[config.mk]
export PLATFORM = sky130hd
export DESIGN_NAME = wide_cmp_timer
export DESIGN_NICKNAME = d
export VERILOG_FILES = /design/src/rtl/wct_pkg.sv /design/src/rtl/wct_counter.sv /design/src/rtl/wct_comparator.sv /design/src/rtl/wide_cmp_timer.sv
export SDC_FILE = /design/constraint.sdc
export NUM_CORES = 1
export LEC_CHECK = 0
export ABC_AREA = 1
export BUFFER_PORTS_ARGS = -buffer_cell sky130_fd_sc_hd__clkbuf_2
export CORE_MARGIN = 5
export CORE_UTILIZATION = 45
export DETAILED_ROUTE_END_ITERATION = 8
export SETUP_SLACK_MARGIN = 0.3
export SYNTH_ARGS = -nofsm -noshare
export SYNTH_HDL_FRONTEND = slang
export SYNTH_SLANG_ARGS = --single-unit
[constraint.sdc]
create_clock -name clk -period 2.4 [get_ports clk]
set_input_delay 0.24 -clock clk [delete_from_list [all_inputs] [get_ports clk]]
set_output_delay 0.24 -clock clk [all_outputs]
set_load 0.01 [all_outputs]
[src/rtl/wct_pkg.sv]
package wct_pkg;
  // register word indices (byte offset / 4)
  localparam int REG_CNT_LO = 0;
  localparam int REG_CNT_HI = 1;
  localparam int REG_CTRL   = 2;
  localparam int REG_STAT   = 3;
  localparam int REG_CMP_LO = 4;
  localparam int REG_CMP_HI = 5;
  localparam int REG_INC    = 6;
  localparam int NUM_REGS   = 7;

  localparam int CTRL_W = 4;

  // control bits, bit 0 first from the bottom
  typedef struct packed {
    logic auto_inc;  // bit 3
    logic irq_en;    // bit 2
    logic cmp_en;    // bit 1
    logic run;       // bit 0
  } ctrl_t;
endpackage

[src/rtl/wct_counter.sv]
module wct_counter #(
  parameter int WORD_W = 32
) (
  input  logic                  clk,
  input  logic                  rst,
  input  logic                  run,
  input  logic [1:0]            wr_half,
  input  logic [WORD_W-1:0]     wdata,
  output logic [2*WORD_W-1:0]   value,
  output logic                  tick
);
  localparam int CNT_W = 2 * WORD_W;

  function automatic logic [CNT_W-1:0] step(input logic [CNT_W-1:0] v);
    return v + CNT_W'(1);
  endfunction

  logic [CNT_W-1:0] cnt_q, cnt_inc, cnt_nxt;

  // a software write to either half takes the place of the increment
  assign tick    = run & ~|wr_half;
  assign cnt_inc = tick ? step(cnt_q) : cnt_q;

  for (genvar h = 0; h < 2; h++) begin : g_half
    assign cnt_nxt[h*WORD_W +: WORD_W] = wr_half[h] ? wdata : cnt_inc[h*WORD_W +: WORD_W];
  end

  always_ff @(posedge clk) begin
    if (rst) cnt_q <= '0;
    else     cnt_q <= cnt_nxt;
  end

  assign value = cnt_q;
endmodule

[src/rtl/wct_comparator.sv]
module wct_comparator #(
  parameter int WORD_W = 32
) (
  input  logic                  clk,
  input  logic                  rst,
  input  logic                  cmp_en,
  input  logic                  auto_inc,
  input  logic [1:0]            wr_half,
  input  logic                  wr_inc,
  input  logic [WORD_W-1:0]     wdata,
  input  logic [2*WORD_W-1:0]   count,
  output logic [2*WORD_W-1:0]   cmp_value,
  output logic [WORD_W-1:0]     inc_value,
  output logic                  hit,
  output logic                  reload
);
  localparam int CNT_W = 2 * WORD_W;

  function automatic logic reached(input logic [CNT_W-1:0] c, input logic [CNT_W-1:0] t);
    return c >= t;
  endfunction

  function automatic logic [CNT_W-1:0] advance(input logic [CNT_W-1:0] t, input logic [WORD_W-1:0] i);
    return t + CNT_W'(i);
  endfunction

  logic [CNT_W-1:0]  cmp_q, cmp_nxt, cmp_sum;
  logic [WORD_W-1:0] inc_q;
  logic              armed_q;

  // a comparator write in the same cycle re-arms and suppresses the event
  assign hit     = cmp_en & armed_q & ~|wr_half & reached(count, cmp_q);
  assign reload  = hit & auto_inc;
  assign cmp_sum = advance(cmp_q, inc_q);

  for (genvar h = 0; h < 2; h++) begin : g_half
    assign cmp_nxt[h*WORD_W +: WORD_W] =
      wr_half[h] ? wdata : (reload ? cmp_sum[h*WORD_W +: WORD_W] : cmp_q[h*WORD_W +: WORD_W]);
  end

  always_ff @(posedge clk) begin
    if (rst) begin
      cmp_q   <= '0;
      inc_q   <= '0;
      armed_q <= 1'b1;
    end else begin
      cmp_q <= cmp_nxt;
      if (wr_inc) inc_q <= wdata;
      if (|wr_half)  armed_q <= 1'b1;
      else if (hit)  armed_q <= auto_inc;
    end
  end

  assign cmp_value = cmp_q;
  assign inc_value = inc_q;
endmodule

[src/rtl/wide_cmp_timer.sv]
module wide_cmp_timer #(
  parameter int WORD_W = 32,
  parameter int ADDR_W = 5
) (
  input  logic              clk,
  input  logic              rst,
  input  logic              bus_valid,
  input  logic              bus_write,
  input  logic [ADDR_W-1:0] bus_addr,
  input  logic [WORD_W-1:0] bus_wdata,
  output logic [WORD_W-1:0] bus_rdata,
  output logic              irq
);
  import wct_pkg::*;

  localparam int CNT_W   = 2 * WORD_W;
  localparam int IDX_LSB = $clog2(WORD_W / 8);
  localparam int IDX_W   = ADDR_W - IDX_LSB;

  logic [IDX_W-1:0]    idx;
  logic                aligned, wr;
  logic [NUM_REGS-1:0] wr_sel;

  assign idx     = bus_addr[ADDR_W-1:IDX_LSB];
  assign aligned = (bus_addr[IDX_LSB-1:0] == '0);
  assign wr      = bus_valid & bus_write & aligned;

  for (genvar r = 0; r < NUM_REGS; r++) begin : g_sel
    assign wr_sel[r] = wr && (idx == IDX_W'(r));
  end

  // control register
  ctrl_t ctrl_q;
  always_ff @(posedge clk) begin
    if (rst)                   ctrl_q <= '0;
    else if (wr_sel[REG_CTRL]) ctrl_q <= ctrl_t'(bus_wdata[CTRL_W-1:0]);
  end

  logic cmp_en, irq_en;
  assign cmp_en = ctrl_q.cmp_en;
  assign irq_en = ctrl_q.irq_en;

  // counter and comparator
  logic [CNT_W-1:0]  count, cmp_value;
  logic [WORD_W-1:0] inc_value;
  logic              cnt_tick, cmp_hit, cmp_reload;

  wct_counter #(.WORD_W(WORD_W)) i_counter (
    .clk     (clk),
    .rst     (rst),
    .run     (ctrl_q.run),
    .wr_half ({wr_sel[REG_CNT_HI], wr_sel[REG_CNT_LO]}),
    .wdata   (bus_wdata),
    .value   (count),
    .tick    (cnt_tick)
  );

  wct_comparator #(.WORD_W(WORD_W)) i_comparator (
    .clk       (clk),
    .rst       (rst),
    .cmp_en    (cmp_en),
    .auto_inc  (ctrl_q.auto_inc),
    .wr_half   ({wr_sel[REG_CMP_HI], wr_sel[REG_CMP_LO]}),
    .wr_inc    (wr_sel[REG_INC]),
    .wdata     (bus_wdata),
    .count     (count),
    .cmp_value (cmp_value),
    .inc_value (inc_value),
    .hit       (cmp_hit),
    .reload    (cmp_reload)
  );

  // event flag: set has priority over write-one-to-clear
  logic stat_clr, evt_flag;
  assign stat_clr = wr_sel[REG_STAT] & bus_wdata[0];

  always_ff @(posedge clk) begin
    if (rst)           evt_flag <= 1'b0;
    else if (cmp_hit)  evt_flag <= 1'b1;
    else if (stat_clr) evt_flag <= 1'b0;
  end

  assign irq = evt_flag & cmp_en & irq_en;

  // read path
  always_comb begin
    bus_rdata = '0;
    if (bus_valid && !bus_write && aligned) begin
      case (idx)
        IDX_W'(REG_CNT_LO): bus_rdata = count[WORD_W-1:0];
        IDX_W'(REG_CNT_HI): bus_rdata = count[CNT_W-1:WORD_W];
        IDX_W'(REG_CTRL):   bus_rdata = {{(WORD_W-CTRL_W){1'b0}}, ctrl_q};
        IDX_W'(REG_STAT):   bus_rdata = {{(WORD_W-1){1'b0}}, evt_flag};
        IDX_W'(REG_CMP_LO): bus_rdata = cmp_value[WORD_W-1:0];
        IDX_W'(REG_CMP_HI): bus_rdata = cmp_value[CNT_W-1:WORD_W];
        IDX_W'(REG_INC):    bus_rdata = inc_value;
        default:            bus_rdata = '0;
      endcase
    end
  end
endmodule

# Yosys cells after proc, flatten, opt, wreduce, memory -nomap -nowiden
# Cells that the tools add are included.
# totals
regBits,166
inputBits,41
output_inout_bits,33
word_cells,63
# classes
n_addsub,2
n_lt_le_gt_ge,1
eq_ne,6
mux,11
n_bitwise,10
n_reduce_logical,22
# op_table
cell,count
$mux W32,7
$pmux W32 S7,1
$add A64 B1 Y64 const B,1
$add A64 B32 Y64,1
$ge A64 B64 Y1,1
$mux W64,1
$and A1 B1 Y1,10
$reduce_bool A2 Y1,5
$eq A3 B3 Y1 const B,3
$logic_and A1 B1 Y1,9
$eq A3 B2 Y1 const B,2
$reduce_or A2 Y1,2
$eq A3 B1 Y1 const B,1
$logic_not A1 Y1,3
$logic_not A3 Y1,1
$reduce_or A3 Y1,1
$logic_not A2 Y1,1
$mux W1,2

# Depth between registers and ports, before layout
# depth
depth_word,10
ltp_mapped,20
depth_no_buf,19

# By module
# From an unflattened synthesis, not the netlist that was laid out.
# hier_totals
hier_cells,2938
area_unflattened_um2,17061.4
# by_module_without_submodules
module,instances,cells_each,area_per_inst_um2,seq_area_each_um2
wct_comparator,1,1725,10338.7,1941.9
wct_counter,1,835,4820.9,1281.2
wide_cmp_timer,1,378,1901.8,100.1

# Least setup slack after synthesis
# OpenSTA, ideal clock, no wires.
# synth_timing
path_kind,flip-flop to flip-flop
from,"reg i_comparator.cmp_q[55], in the netlist i_comparator.cmp_value[55]"
to,"reg i_comparator.cmp_q[10], in the netlist i_comparator.cmp_value[10]"
setup_time_ns,0.070
arrival_time_ns,2.160
t_required_ns,2.330
slack_ns,0.169
path_stages_with_launch,17
path_buffers,1
synth_period_minus_slack_ns,2.231
path_cell_list,dfxtp_1 -> inv_1 -> ha_1 -> nand2_1 -> nor2_1 -> nor3b_1 -> nand2_1 -> nor2_1 -> nand2_1 -> nand2_1 -> nor2_1 -> nand2_1 -> nand3_2 -> nand2_1 -> clkbuf_1 -> nand2_1 -> a21oi_1
# synth_via
elab_chain_cells,4
# synth_rtl
element,line_no,rtl
from (decl),wct_comparator.sv:27,"logic [CNT_W-1:0] cmp_q, cmp_nxt, cmp_sum;"
from (signal assigned),wct_comparator.sv:47,cmp_q <= cmp_nxt;
$ge A64 B64 Y1,wct_comparator.sv:20,return c >= t;
$and A1 B1 Y1,wct_comparator.sv:32,"assign hit = cmp_en & armed_q & ~|wr_half & reached(count, cmp_q);"
$and A1 B1 Y1,wct_comparator.sv:33,assign reload = hit & auto_inc;
$reduce_bool A2 Y1 (no source line),n/a,
# No other way between the ends.
# A chain may end at the register's enable or synchronous reset.

# Final worst setup path
# layout_timing
from,"reg i_comparator.cmp_q[59], in the netlist i_comparator.cmp_value[59]"
to,"reg i_comparator.cmp_q[21], in the netlist i_comparator.cmp_value[21]"
# Same word-level chain as after synthesis.

==> summary.md <==
| Metric | Value |
|---|---|
| Most frequently used flop master after synthesis | `sky130_fd_sc_hd__dfxtp_1` |
| Total number of vias | `slightly above 20000` |
| Routing usage on met3 | `slightly below 10%` |
| DP Area | `0.0186 sq mm` |
| Reported net switching power | `around 1.9 mW` |
| Die footprint | `between 0.03 and 0.04 sq mm` |
| Core area | `between 0.03 and 0.04 sq mm` |
| Leakage power summed over all cells | `between 9 and 10 nW` |
| Crit path launch type | `flop` |
| Status | `complete, but fails checks` |
| Area share of xor/xnor cells in the synthesized design | `4.27%` |
| Via density | `~6` |
| Final worst path period share | `104%` |
| Crit Path Class | `reg2reg` |
| Synthesized Nets | `~2800` |
| Classification of the worst-slack hold path | `in2reg` |
| Remaining global-route overflow | `0` |
| Reg power frac | `about 44%` |
| EDFF count, synth | `0` |
| Width of the die | `195 microns` |
| Post-Synthesis Mean Instance Area | `roughly 5.8 sq um` |
| Post-layout utilization of the core | `between 60 and 70%` |
| Timing startpoint of the critical path | `i_comparator.cmp_value[59]$_SDFFE_PP0P_` |
| Met1 track utilization from global routing | `between 50% and 60%` |
| Core Rows | `67` |
| Pre-CTS WS | `-0.179 ns` |
| Maximum vdd ir drop | `~0.48 mV` |
| Unrepaired setup endpoints after global routing | `yes` |
| Final clock skew | `~0.019 ns` |
| Total power per unit cell area | `approximately 290 mW/mm^2` |
| Clock Tree Buf Depth | `2` |
| Most Frequent Cell on Critical Path | `sky130_fd_sc_hd__nand2_2` |
| Final hold violation count | `0` |
| CP max-delay cell | `sky130_fd_sc_hd__dfxtp_2` |
| Comb pwr share | `8.0%` |
| Final Non-Filler Cells | `3496` |
| Area fraction of the dominant cell type after synthesis | `about 22%` |
| Largest cells by area after synthesis | `sky130_fd_sc_hd__dfxtp_1 (22%), sky130_fd_sc_hd__nand2_1 (21%), sky130_fd_sc_hd__inv_1 (8.6%)` |
| Antenna-violating nets left | `0` |
| Syn-to-layout area delta | `40.4%` |
| Share of the synthesized area in compound gates (AO/OA/AOI/OAI) | `approximately 17%` |
| Root buf cell | `sky130_fd_sc_hd__clkbuf_16` |
| Final non-filler cell area | `0.0216 sq mm` |
| Number of top-level pins | `74` |
| Critical register-to-register path startpoint | `i_comparator.cmp_value[59]$_SDFFE_PP0P_` |
| TritonCTS clock tree | `yes` |
| Start point of the worst hold path | `bus_wdata[0]` |
| Final weighted congestion in routability-driven placement | `1.11` |
| Number of placed instances with taps included | `approximately 3400` |
| Number of nets in the layout | `between 3000 and 4000` |
| Met2 track demand over resource in global routing | `a little over three fifths` |
| Final Worst Setup Slack | `-0.0897 ns` |
| Wire length of the first global-routing pass | `~120000 microns` |
| Max Freq | `approximately 400 MHz` |
| Initial drt markers | `3260` |
| Fin Setup TNS | `-2.25 ns` |
| Arithmetic-cell share of the synthesized area counting full adders, half adders and majority gates | `8.02%` |
| Library cell with the highest instance count after synthesis | `sky130_fd_sc_hd__nand2_1` |
| Grt peak-use layer | `met2` |
| Wirelength per Cell | `roughly 23 microns` |
| Highest net fanout along the worst path | `8` |
| Rel. slew slack | `between 50% and 60%` |
| Switching share of power | `roughly 30%` |
| Share of cell area taken by muxes after synthesis | `0%` |
| Simple-gate portion of the synthesized area | `a little under two fifths` |
| Proportion of synthesized flip-flops having asynchronous set or reset | `0%` |
| Clock Sink Count | `about 170` |
| Final setup violation count | `62` |
| Chip Height | `195 microns` |
| Drt total wl | `between 80000 and 90000 microns` |
| Critical path required time | `roughly 2.8 ns` |
| Pin count of the biggest net entering global routing | `approximately 120` |
| Pint | `around 4.3 mW` |
| Violated checks | `setup timing` |
| Cell count after synthesis | `roughly 2700` |
| Detail Placement HPWL | `64700 microns` |
| Final Slew Violations | `0` |
| Number of max-cap violations | `0` |
| Synth cell count leaders | `sky130_fd_sc_hd__nand2_1 (858), sky130_fd_sc_hd__inv_1 (352), sky130_fd_sc_hd__nor2_1 (241), sky130_fd_sc_hd__a21oi_1 (216), sky130_fd_sc_hd__nand3_1 (187)` |
| Sequential element share of the synthesized area | `~22%` |
| Count of port buffers added during placement | `73` |
| Worst Path Arrival | `between 2 and 3 ns` |
| Clock Power Share | `a little under half` |
| Starting density of the core | `45.8%` |
| Drt drc | `0` |
| Cell-by-cell trace of the critical path | `inv_4 -> ha_4 -> nand2_2 -> inv_2 -> nand3_4 -> nor3_4 -> nand2_2 -> nor2_2 -> nand2_1 -> nand2_1 -> nor2_1 -> nand2_2 -> nand3_4 -> nand2_8 -> buf_12 -> buf_16 -> nand2_2 -> a21oi_2` |
| Count of synthesis-stage warnings from yosys | `0` |
| Main combinational cell family by area after synthesis | `simple AND/OR/NAND/NOR gates` |
| Count of cell types in the netlist | `42` |
| Number of hold-repair buffers added at the cts stage | `0` |
| Antenna violations before repair | `0` |
| Number of detailed-route iterations in the first pass | `6` |
| Clock latency at the later pin of the worst-skew pair | `approximately 0.46 ns` |
| Clock-pin slew on the worst setup and hold paths | `roughly 0.080 ns` |
| Global Route Usage Sum | `between 40% and 50%` |
| Largest incremental delay on the critical path | `between 0.3 and 0.4 ns` |
| Clock buffers created by TritonCTS | `17` |
| Vias in the first global route | `~19000` |
| Cell area after synthesis | `roughly 0.015 sq mm` |
| Final min period | `about 2.5 ns` |
| Worst Tran Pin Value | `approximately 0.65 ns` |
| Area leader, netlist | `sky130_fd_sc_hd__dfxtp_1` |
| H-Tree Depth | `4` |
| Layout fillers | `roughly 3100` |
| Share of post-route cells with drive strength above 1 | `between 20% and 30%` |
| Seq cells post-synth | `between 150 and 200` |
| Setup crit end kind | `flop` |
==> flip-flops by register name (all words and copies together), names as in the netlist <==
name / count
i_comparator.armed_q: 1
cmp_en: 1
ctrl_q: 2
evt_flag: 1
i_comparator.inc_value: 32
irq_en: 1
i_counter.value: 64
i_comparator.cmp_value: 64
==> placed cells by master, fill, tap and decap left out, types with 18 or more instances in the layout <==
cell type and n:
sky130_fd_sc_hd__nor2_4 26, sky130_fd_sc_hd__buf_6 25, sky130_fd_sc_hd__xnor2_1 25, sky130_fd_sc_hd__nand3_1 151, sky130_fd_sc_hd__o21ai_0 111, sky130_fd_sc_hd__clkbuf_2 72
sky130_fd_sc_hd__ha_1 56, sky130_fd_sc_hd__dfxtp_2 49, sky130_fd_sc_hd__ha_4 33, sky130_fd_sc_hd__inv_1 328, sky130_fd_sc_hd__xor2_1 45, sky130_fd_sc_hd__nor2_2 46
sky130_fd_sc_hd__dfxtp_1 101, sky130_fd_sc_hd__buf_4 323, sky130_fd_sc_hd__nand4_1 43, sky130_fd_sc_hd__nor2_1 175, sky130_fd_sc_hd__o22ai_1 21, sky130_fd_sc_hd__inv_2 27
sky130_fd_sc_hd__clkbuf_16 18, sky130_fd_sc_hd__nor3_1 22, sky130_fd_sc_hd__nand3_2 29, sky130_fd_sc_hd__a31oi_1 31, sky130_fd_sc_hd__buf_12 21, sky130_fd_sc_hd__nand2_2 52
sky130_fd_sc_hd__a21oi_1 203, sky130_fd_sc_hd__nand2_1 796
==> worst max-delay path: cells and delay by family (launching register included) <==
kind / cells / cell delay (ns)
buf+inv: 4 / 0.37
flops: 1 / 0.36
compound gates: 1 / 0.14
fa+ha+maj: 1 / 0.26
simple gates: 12 / 1.27
==> repair_timing <==
| action | in CTS | in global routing |
|---|---|---|
| endpoints found under the setup margin | 107 | 122 |
| gates cloned | 5 | 2 |
| pin swaps | 34 | 67 |
| buffers inserted | 19 | 11 |
| gates resized for setup | 240 | 252 |
==> metal layers <==
layer / wire (microns) / vias to the layer above
li1: - / 9437
met1: 30700 / 9438
met3: 10300 / 317
met5: 0 / -
met4: 5590 / 0
met2: 35500 / 1495
==> cell families (layout without fill, tap and decap cells) <==
group | count (synthesis) | count (layout)
DFF | 166 | 166
xor gates and xnor gates | 75 | 75
buffers and inverters | 460 | 839
and+or+nand+nor | 1409 | 1409
AOI/OAI and AO/OA | 460 | 460
adders and majority gates | 98 | 98
other | 0 | 1
==> final timing paths <==
kind         slack [ns]  cells after the start                                       to
max               -0.09                     18  i_comparator.cmp_value[21]$_SDFFE_PP0P_
min                0.11                      3          i_counter.value[0]$_SDFFE_PP0P_
max reg2reg       -0.09                     18  i_comparator.cmp_value[21]$_SDFFE_PP0P_
min reg2reg        0.48                      2        i_comparator.armed_q$_SDFFE_PP1P_
==> power groups by stage <==
stage	clock, mW	sequential [mW]	combinational, mW
3_5_place_dp	0	2.84	0.426
6_report	2.96	2.76	0.494
5_1_grt	3.06	2.76	0.499
3_3_place_gp	0	2.84	0.425
4_1_cts	2.93	2.76	0.447
2_1_floorplan	0	2.83	0.180
==> layout make-up <==
class                           count  area, sq um  area share, %
Tap cell                          448          561           2.60
Timing Repair Buffer              447         3650           16.9
Clock buffer                       17          425           1.97
Clock inverter                     15          199          0.921
Antenna cell                        1         2.50         0.0116
Multi-Input combinational cell   2042        12000           55.3
Inverter                          360         1360           6.31
Sequential cell                   166         3440           15.9
==> stage by stage <==
step                      total power [mW]  hold WS [ns]
after floorplan                       3.01         0.368
after global placement                3.26         0.445
after detailed placement              3.26         0.456
after CTS                             6.15        0.0911
after global routing                  6.31         0.120
final                                 6.21         0.110
No activity file was read; power rests on OpenSTA's default activity.
